### config.mk
export PLATFORM = sky130hd
export DESIGN_NAME = trap_select_unit
export DESIGN_NICKNAME = d
export VERILOG_FILES = /design/src/rtl/trap_sel_pkg.sv /design/src/rtl/trap_pick.sv /design/src/rtl/trap_route.sv /design/src/rtl/trap_flush.sv /design/src/rtl/trap_select_unit.sv
export SDC_FILE = /design/constraint.sdc
export NUM_CORES = 1
export LEC_CHECK = 0
export ABC_CLOCK_PERIOD_IN_PS = 3800
export CAP_MARGIN = 20
export CORE_AREA = 2 2 97 99
export CTS_BUF_LIST = sky130_fd_sc_hd__clkbuf_8
export DETAILED_ROUTE_END_ITERATION = 6
export DIE_AREA = 0 0 99 101
export DONT_BUFFER_PORTS = 1
export PLACE_DENSITY = 0.62
export SLEW_MARGIN = 15
export SYNTH_ARGS = -nofsm -noshare
export SYNTH_HDL_FRONTEND = slang
export SYNTH_SLANG_ARGS = --single-unit
export TNS_END_PERCENT = 5
### constraint.sdc
create_clock -name clk -period 3.8 [get_ports clk]
set_input_delay 0.38 -clock clk [delete_from_list [all_inputs] [get_ports clk]]
set_output_delay 0.38 -clock clk [all_outputs]
set_load 0.1 [all_outputs]
### src/rtl/trap_sel_pkg.sv
package trap_sel_pkg;
   localparam int unsigned STAGE_CNT_DFLT  = 5;
   localparam int unsigned CAUSE_W_DFLT    = 5;
   localparam int unsigned ADDR_W_DFLT     = 32;
   localparam int unsigned INSN_BYTES_DFLT = 4;
endpackage

### src/rtl/trap_pick.sv
// Oldest-first selection: highest index wins.
module trap_pick #(
   parameter int unsigned N = trap_sel_pkg::STAGE_CNT_DFLT
) (
   input  logic [N-1:0] live,
   output logic [N-1:0] grant,
   output logic         any
);
   logic [N:0] older;   // older[i]: some live request at index >= i
   assign older[N] = 1'b0;

   for (genvar i = 0; i < N; i++) begin : g_chain
      assign older[i] = older[i+1] | live[i];
      assign grant[i] = live[i] & ~older[i+1];
   end

   assign any = older[0];
endmodule

### src/rtl/trap_route.sv
// AND-OR steering of the granted stage's payload, with optional delay-slot fix.
module trap_route #(
   parameter int unsigned N          = trap_sel_pkg::STAGE_CNT_DFLT,
   parameter int unsigned CAUSE_W    = trap_sel_pkg::CAUSE_W_DFLT,
   parameter int unsigned ADDR_W     = trap_sel_pkg::ADDR_W_DFLT,
   parameter int unsigned INSN_BYTES = trap_sel_pkg::INSN_BYTES_DFLT,
   parameter bit          SLOT_FIX   = 1'b1
) (
   input  logic [N-1:0]         grant,
   input  logic [N*CAUSE_W-1:0] cause_flat,
   input  logic [N*ADDR_W-1:0]  pc_flat,
   input  logic [N-1:0]         slot,
   output logic [CAUSE_W-1:0]   sel_cause,
   output logic [ADDR_W-1:0]    sel_epc,
   output logic                 sel_slot
);
   logic [CAUSE_W-1:0] cause_term [N];
   logic [ADDR_W-1:0]  pc_term    [N];
   logic [ADDR_W-1:0]  sel_pc;

   for (genvar i = 0; i < N; i++) begin : g_term
      assign cause_term[i] = cause_flat[i*CAUSE_W +: CAUSE_W] & {CAUSE_W{grant[i]}};
      assign pc_term[i]    = pc_flat[i*ADDR_W +: ADDR_W]      & {ADDR_W{grant[i]}};
   end

   always_comb begin
      sel_cause = '0;
      sel_pc    = '0;
      for (int i = 0; i < N; i++) begin
         sel_cause = sel_cause | cause_term[i];
         sel_pc    = sel_pc    | pc_term[i];
      end
   end

   assign sel_slot = |(slot & grant);

   if (SLOT_FIX) begin : g_fix
      assign sel_epc = sel_slot ? (sel_pc - ADDR_W'(INSN_BYTES)) : sel_pc;
   end else begin : g_nofix
      assign sel_epc = sel_pc;
   end
endmodule

### src/rtl/trap_flush.sv
// Kill mask: the granted stage and every younger (lower-index) stage.
module trap_flush #(
   parameter int unsigned N = trap_sel_pkg::STAGE_CNT_DFLT
) (
   input  logic [N-1:0] grant,
   output logic [N-1:0] mask
);
   logic [N:0] at_or_above;
   assign at_or_above[N] = 1'b0;

   for (genvar i = 0; i < N; i++) begin : g_mask
      assign at_or_above[i] = at_or_above[i+1] | grant[i];
      assign mask[i]        = at_or_above[i];
   end
endmodule

### src/rtl/trap_select_unit.sv
module trap_select_unit #(
   parameter int unsigned N          = trap_sel_pkg::STAGE_CNT_DFLT,
   parameter int unsigned CAUSE_W    = trap_sel_pkg::CAUSE_W_DFLT,
   parameter int unsigned ADDR_W     = trap_sel_pkg::ADDR_W_DFLT,
   parameter int unsigned INSN_BYTES = trap_sel_pkg::INSN_BYTES_DFLT,
   parameter bit          SLOT_FIX   = 1'b1
) (
   input  logic                 clk,
   input  logic                 rst_n,
   input  logic [N-1:0]         stg_valid,
   input  logic [N-1:0]         stg_req,
   input  logic [N-1:0]         stg_slot,
   input  logic [N*CAUSE_W-1:0] stg_cause,
   input  logic [N*ADDR_W-1:0]  stg_pc,
   output logic                 trap_take,
   output logic [CAUSE_W-1:0]   trap_cause,
   output logic [ADDR_W-1:0]    trap_epc,
   output logic                 trap_in_slot,
   output logic [N-1:0]         flush_mask
);
   if (N < 2)                  begin : g_bad_n     $error("N must be at least 2");          end
   if (CAUSE_W < 1)            begin : g_bad_cause $error("CAUSE_W must be positive");     end
   if (ADDR_W < 8)             begin : g_bad_addr  $error("ADDR_W too small");             end
   if (INSN_BYTES == 0 || INSN_BYTES >= (1 << 8))
                               begin : g_bad_insn  $error("INSN_BYTES out of range");      end

   logic [N-1:0]       live;
   logic [N-1:0]       grant;
   logic               any_live;
   logic [CAUSE_W-1:0] sel_cause;
   logic [ADDR_W-1:0]  sel_epc;
   logic               sel_slot;
   logic [N-1:0]       kill_mask;

   // The trap pulse doubles as the one-cycle redirect hold-off.
   assign live = stg_valid & stg_req & {N{~trap_take}};

   trap_pick #(.N(N)) u_pick (
      .live  (live),
      .grant (grant),
      .any   (any_live)
   );

   trap_route #(
      .N(N), .CAUSE_W(CAUSE_W), .ADDR_W(ADDR_W),
      .INSN_BYTES(INSN_BYTES), .SLOT_FIX(SLOT_FIX)
   ) u_route (
      .grant      (grant),
      .cause_flat (stg_cause),
      .pc_flat    (stg_pc),
      .slot       (stg_slot),
      .sel_cause  (sel_cause),
      .sel_epc    (sel_epc),
      .sel_slot   (sel_slot)
   );

   trap_flush #(.N(N)) u_flush (
      .grant (grant),
      .mask  (kill_mask)
   );

   always_ff @(posedge clk) begin
      if (!rst_n) begin
         trap_take    <= 1'b0;
         trap_cause   <= '0;
         trap_epc     <= '0;
         trap_in_slot <= 1'b0;
         flush_mask   <= '0;
      end else begin
         trap_take  <= any_live;
         flush_mask <= any_live ? kill_mask : '0;
         if (any_live) begin
            trap_cause   <= sel_cause;
            trap_epc     <= sel_epc;
            trap_in_slot <= sel_slot;
         end
      end
   end

   AST_TAKE_ONE_CYCLE: assert property (@(posedge clk) disable iff (!rst_n)
      trap_take |=> !trap_take);
   AST_TAKE_NEEDS_REQ: assert property (@(posedge clk) disable iff (!rst_n)
      trap_take |-> $past(|(stg_valid & stg_req)));
   AST_FLUSH_IDLE: assert property (@(posedge clk) disable iff (!rst_n)
      !trap_take |-> (flush_mask == '0));
   AST_FLUSH_SHAPE: assert property (@(posedge clk) disable iff (!rst_n)
      trap_take |-> (flush_mask[0] && ((flush_mask & N'(flush_mask + 1'b1)) == '0)));
   AST_NO_OLDER_PENDING: assert property (@(posedge clk) disable iff (!rst_n)
      trap_take |-> (($past(stg_valid & stg_req) & ~flush_mask) == '0));
   AST_HOLD_REPORT: assert property (@(posedge clk) disable iff (!rst_n)
      !trap_take |-> ($stable(trap_epc) && $stable(trap_cause) && $stable(trap_in_slot)));
endmodule

=== Yosys cells after proc, flatten, opt, wreduce, memory -nomap -nowiden ===
Index checks and enable logic that the tools add are counted.
W data, S select, Z words.

* Register bits after elaboration: 44
* Latch bits: 0
* RAM bits: 0
* Bits in read-only memories: 0
* Bits of input ports: 202
* Output and inout bits: 44
* Logic and storage cells: 47
* Memories kept: 0

* Add/sub/neg operators: 1
* Multipliers: 0
* Div/mod/pow operators: 0
* Magnitude comparators: 0
* Equality and inequality tests: 0
* Shifts and indexed selects: 0
* Multiplexer cells: 1
* Bitwise operators: 38
* Reductions and logical operators: 2

{| class="wikitable"
|+ Operators by type and width
! operator !! count
|-
| $and A32 B32 Y32 || 5
|-
| $or A32 B32 Y32 || 4
|-
| $and A5 B5 Y5 || 8
|-
| $mux W32 || 1
|-
| $sub A32 B3 Y32 const B || 1
|-
| $or A5 B5 Y5 || 4
|-
| $or A1 B1 Y1 || 8
|-
| $not A1 Y1 || 5
|-
| $reduce_or A5 Y1 || 1
|-
| $and A1 B1 Y1 || 4
|-
| $reduce_and A2 Y1 || 1
|}

=== Logic depth before layout (Yosys ltp) ===
* Word-level depth: 14
* Mapped depth: 15
* Depth with buffers taken out: 11

=== Cells and area by module ===
Synthesis repeated with hierarchy kept, for this count alone.

* Cells, all modules: 384
* Area total of the unflattened synthesis: 3,388.2 µm²

{| class="wikitable"
|+ By module, submodules not included
! module !! instances !! cells an instance !! area an instance (µm²) !! seq. area each (µm²)
|-
| trap_select_unit || 1 || 145 || 1,675.4 || 880.8
|-
| trap_route || 1 || 227 || 1,620.3 || 0.0
|-
| trap_pick || 1 || 7 || 55.1 || 0.0
|-
| trap_flush || 1 || 5 || 37.5 || 0.0
|}

=== Least setup slack after synthesis ===
Ideal clock, no wire load.

* Kind: reg2reg
* From: reg trap_take
* To: reg trap_epc[20]
* Setup time: 91 ps
* Arrival: 3,927 ps
* Data required time: 3,709 ps
* Setup slack: -218 ps
* Cell stages (with the launch flop): 15
* Buffers on the path: 3
* Period minus slack after synthesis: 4,018 ps
* Cells stage by stage: dfxtp_1 a21oi_1 and2_1 buf_2 buf_2 a222oi_1 o21a_1 ha_1 inv_1 a2111oi_2 nand3_1 nor3_4 buf_6 a221oi_1 a311oi_1

* Word-level cells in the longest chain between the ends: 14
* Elaborated cells on any way between the ends: 27
* Those cells by class: 1 x add/sub; 1 x mux; 24 x bitwise; 1 x reduce/logical

{| class="wikitable"
|+ RTL lines
! element !! RTL line !! RTL
|-
| start, declared || trap_select_unit.sv:15 || <nowiki>output logic trap_take,</nowiki>
|-
| start signal, assigned || trap_select_unit.sv:70 || <nowiki>trap_take <= any_live;</nowiki>
|-
| $not A1 Y1 * || trap_select_unit.sv:36 || <nowiki>assign live = stg_valid & stg_req & {N{~trap_take}};</nowiki>
|-
| $and A5 B5 Y5 * || trap_select_unit.sv:36 ||
|-
| $or A1 B1 Y1 (3 in a row) || trap_pick.sv:13 || <nowiki>assign older[i] = older[i+1] | live[i];</nowiki>
|-
| $not A1 Y1 || trap_pick.sv:14 || <nowiki>assign grant[i] = live[i] & ~older[i+1];</nowiki>
|-
| $and A1 B1 Y1 || trap_pick.sv:14 ||
|-
| $and A32 B32 Y32 || trap_route.sv:23 || <nowiki>assign pc_term[i] = pc_flat[i*ADDR_W +: ADDR_W] & {ADDR_W{grant[i]}};</nowiki>
|-
| $or A32 B32 Y32 (4 in a row) || trap_route.sv:31 || <nowiki>sel_pc = sel_pc | pc_term[i];</nowiki>
|-
| $sub A32 B3 Y32 || trap_route.sv:38 || <nowiki>assign sel_epc = sel_slot ? (sel_pc - ADDR_W'(INSN_BYTES)) : sel_pc;</nowiki>
|-
| $mux W32 || trap_route.sv:38 ||
|-
| end signal, assigned || trap_select_unit.sv:74 || <nowiki>trap_epc <= sel_epc;</nowiki>
|-
| end, declared || trap_select_unit.sv:17 || <nowiki>output logic [ADDR_W-1:0] trap_epc,</nowiki>
|}

Mark *: on every way between the ends. The rest lies on a longest branch, timed or not.
A chain may end at the register's enable or synchronous reset.

=== Final worst setup path ===
Ends and elaborated chain as after synthesis.

==> metrics list <==
- Wire segments on met2 add up to approximately 6800 microns in the final route.
- At the later pin of the worst-skew pair, clock insertion delay measures 0.30 ns.
- Counting tap cells, the placed design contains a total of 508 instances.
- Slew margin rel.: around 29%
- Pleak: 1.26 nW
* Slew of the pin with the lowest slew margin: 1.06 ns
- The die covers 10000 sq um.
* Post-route setup TNS: 0 ns
- Quantity of hold-fixing buffers added after cts: 0
- The synthesized design contains 0 enable-type register cells.
- After the flow finishes, the layout carries non-filler instances totaling between 500 and 600.
- Most instantiated flip-flop cell in the synthesis netlist: dfxtp_1
* Die Width: 99 microns
- Detailed placement finished with a half-perimeter wire length of 11,200 microns.
- Number of nets still failing antenna checks after routing: 0
* Y dimension of the die: between 100 and 150 microns
* Area of the placeable core: between 8000 and 9000 sq um
- Counting flops and latches in the post-synthesis netlist gives 44.
* Placed Instance Area: 3550 sq um
- Fraction of layout instances using a drive strength above 1: between 10 and 15%
- For this design the ratio of total power to cell area is 456 nW/um^2.
- Min-Delay Path Class: in -> reg
- By area the synthesized netlist is led by dfxtp_1 26%, a222oi_1 6.7%, nand2_1 4.3%.
- Pre-Repair DR Iteration Count: 7
- 1st-iter DRT viols: ~370
- Pin count of the biggest net entering global routing: between 40 and 50
- Global-route wire length before repair: 20,200 microns
* Post-cts gate resize count: 0
- Library cell contributing the largest single delay on the critical path: a2111oi_2
* Number of distinct standard cells referenced by the synthesized netlist: 66
* Run status: complete, no violations
- For this design, the sink count on the clock tree is 44.
- Total routing usage reported by global routing: a little over a quarter
- # rows: 35
- DR DRC count: 0
- The repair_antennas step left the layout with diodes totalling 0.
* Routed wire length on met3: 1380 microns
- Kind of start point of the critical path: register
- Number of slew-limit violations in the final report: 0
- The biggest area contributor in the post-synthesis netlist is dfxtp_1.
* Family with the most delay on the worst path: simple AND/OR/NAND/NOR gates
- GRT overflow: 0
- For this run, asynchronously set or reset flops after synthesis account for 0%.
- In the final routed layout, each cell accounts on average for ~27 microns.
* Number of buffer cells added on primary ports: 0
- about 250 I/O pins were placed.
- Cell area after technology mapping: approximately 3400 sq um
- In the final routing, the length of wire on met1 measures between 5000 and 6000 microns.
- Maximum number of buffers from clock root to sink: 2
- In this run the top signal layer used is met4.
- Counting the buffers created by CTS gives 5.
- Of all nets on the critical path, the largest fanout is 15.
* Post-detailed-routing wire length: between 10,000 and 15,000 microns
* Worst hold margin: about 0.20 ns
- Buffer and inverter count on the worst path: 3
- Seq/Total Area, Yosys: 25.8%
* Initial antenna violation count: 0
* Post-Synthesis Mean Instance Area: between 8 and 9 sq um
* Area share of the largest cell type after synthesis: 25.8%
* TritonCTS clock tree: built
- After clock tree synthesis, the clock-pin slew on the worst setup and hold paths is around 0.090 ns.
- Starting density of the core: 38.1%
* Setup CP Type: reg -> reg
- Number of setup violations in the final report: 0
* Most frequent cells after synthesis: 44 x dfxtp_1, 39 x nand2_1, 26 x clkbuf_1, 23 x a21oi_1, 23 x a222oi_1
- Number of vias per cell after detailed routing: between 7 and 8
* Largest voltage drop on the vdd net: around 200 uV
- For this run, the top clock speed supported by timing is 287 MHz.
- The clock tree synthesis step divided the H-tree into 2 levels.
- The number of global-route vias before repair came to 3,430.
- Kind of end point of the critical path: register
- Critical path cell sequence: buf_4 > nand3b_1 > and3_1 > o21ai_0 > and2_1 > ha_1 > inv_1 > a2111oi_2 > nand3_1 > nor3_4 > buf_12 > a221oi_1 > a311oi_1
- For the final database, setup skew stands at ~0.0036 ns.
- Cells after Synth: roughly 420
- At the worst endpoint, the required time is roughly 4.0 ns.
- Post-synth net total: 619
- For the finished layout, the period the worst path requires is 3.49 ns.
- The final hold violation count came to 0.
- Area of all placed cells without fillers: between 3000 and 4000 sq um
- Warnings from Yosys: 0
* Critical Path AT: roughly 3.7 ns
- Final estimated routing congestion in global placement: between 0.9 and 1
* Overall via count from detail_route: roughly 3,800
* Max Cap Viol: 0
- The final critical path takes up between 90% and 100% of the cycle.
- Setup repair after global routing missed its margin: no
- Net count, final: between 600 and 700
- Area growth syn-to-layout: 7.32%
* Peak per-stage delay on the critical path: ~0.48 ns
- Library cell used as clock root buffer: clkbuf_8
- dfxtp_1 is the most common cell in the netlist.
flip-flops by register name, indices dropped and copies added, names as in the netlist:
| signal | flops |
|---|---|
| trap_epc | 32 |
| flush_mask | 5 |
| trap_take | 1 |
| trap_in_slot | 1 |
| trap_cause | 5 |
path summary, 6_finish.rpt:
path	startpoint	to	slack (ns)	cells past startpoint
worst max-delay path	trap_take	trap_epc[20]	0.31	13
worst max register to register	trap_take	trap_epc[20]	0.31	13
worst min register to register	trap_take	flush_mask[3]	0.70	2
worst min-delay path	rst_n	trap_epc[21]	0.20	1
cells by family (layout without fill, tap and decap cells):
kind of cell / Yosys count / after routing / share of synthesized area (%)
xor+xnor: 12 / 12 / 3.08
fa+ha+maj: 1 / 1 / 0.366
buf+inv: 45 / 36 / 5.93
simple gates: 151 / 151 / 26.9
mux: 2 / 2 / 0.586
flops: 44 / 44 / 25.8
compound gates: 161 / 161 / 37.4
layout make-up:
cell class                      instances  area, sq um
Tap cell                              111          139
Clock inverter                          2         11.3
Clock buffer                            6         82.6
Inverter                                9         33.8
Fill cell                             923         5310
Sequential cell                        44          882
Timing Repair Buffer                   19          155
Multi-Input combinational cell        327         2360
power breakdown:
group	internal, W	switching, W	leakage, nW
clock network	0.000145	0.000167	0.0486
logic	0.000169	0.000288	0.853
registers	0.000510	0.000394	0.363
through the flow:
step	total power [W]	setup WS [ns]	util [%]
6_report	0.00167	0.314	40.9
5_1_grt	0.00175	0.0260	40.9
4_1_cts	0.00167	0.193	40.5
3_5_place_dp	0.00137	0.216	39.5
3_3_place_gp	0.00135	0.391	39.5
2_1_floorplan	0.00125	0.198	-
timing repair:
| item | in CTS | in global routing |
|---|---|---|
| setup buffers | 0 | 2 |
| hold endpoints to repair | 0 | 0 |
| setup endpoints to repair | 0 | 7 |
cells in the final DEF, fill, tap and decap left out, drive strengths merged, types with 4 or more instances in the layout:
cell,instances
a32oi,13
a211oi,6
nand3,21
nor3,11
clkbuf,6
o21ai,13
nor2,16
and2,15
xor2,8
a311oi,8
a22oi,19
a21oi,23
xnor2,4
nand2,39
a31oi,8
a221oi,9
dfxtp,44
a221o,5
buf,19
a222oi,23
and3,9
o21a,5
nand4,14
inv,10
o2111a,5
a32o,4
routing by layer:
metal / vias up / GRT usage (%)
met5: - / 0
li1: 1666 / -
met3: 33 / 6.24
met2: 258 / 44.4
met1: 1880 / 33.9
met4: 0 / 6.01
(Power assumes the default switching activity.)
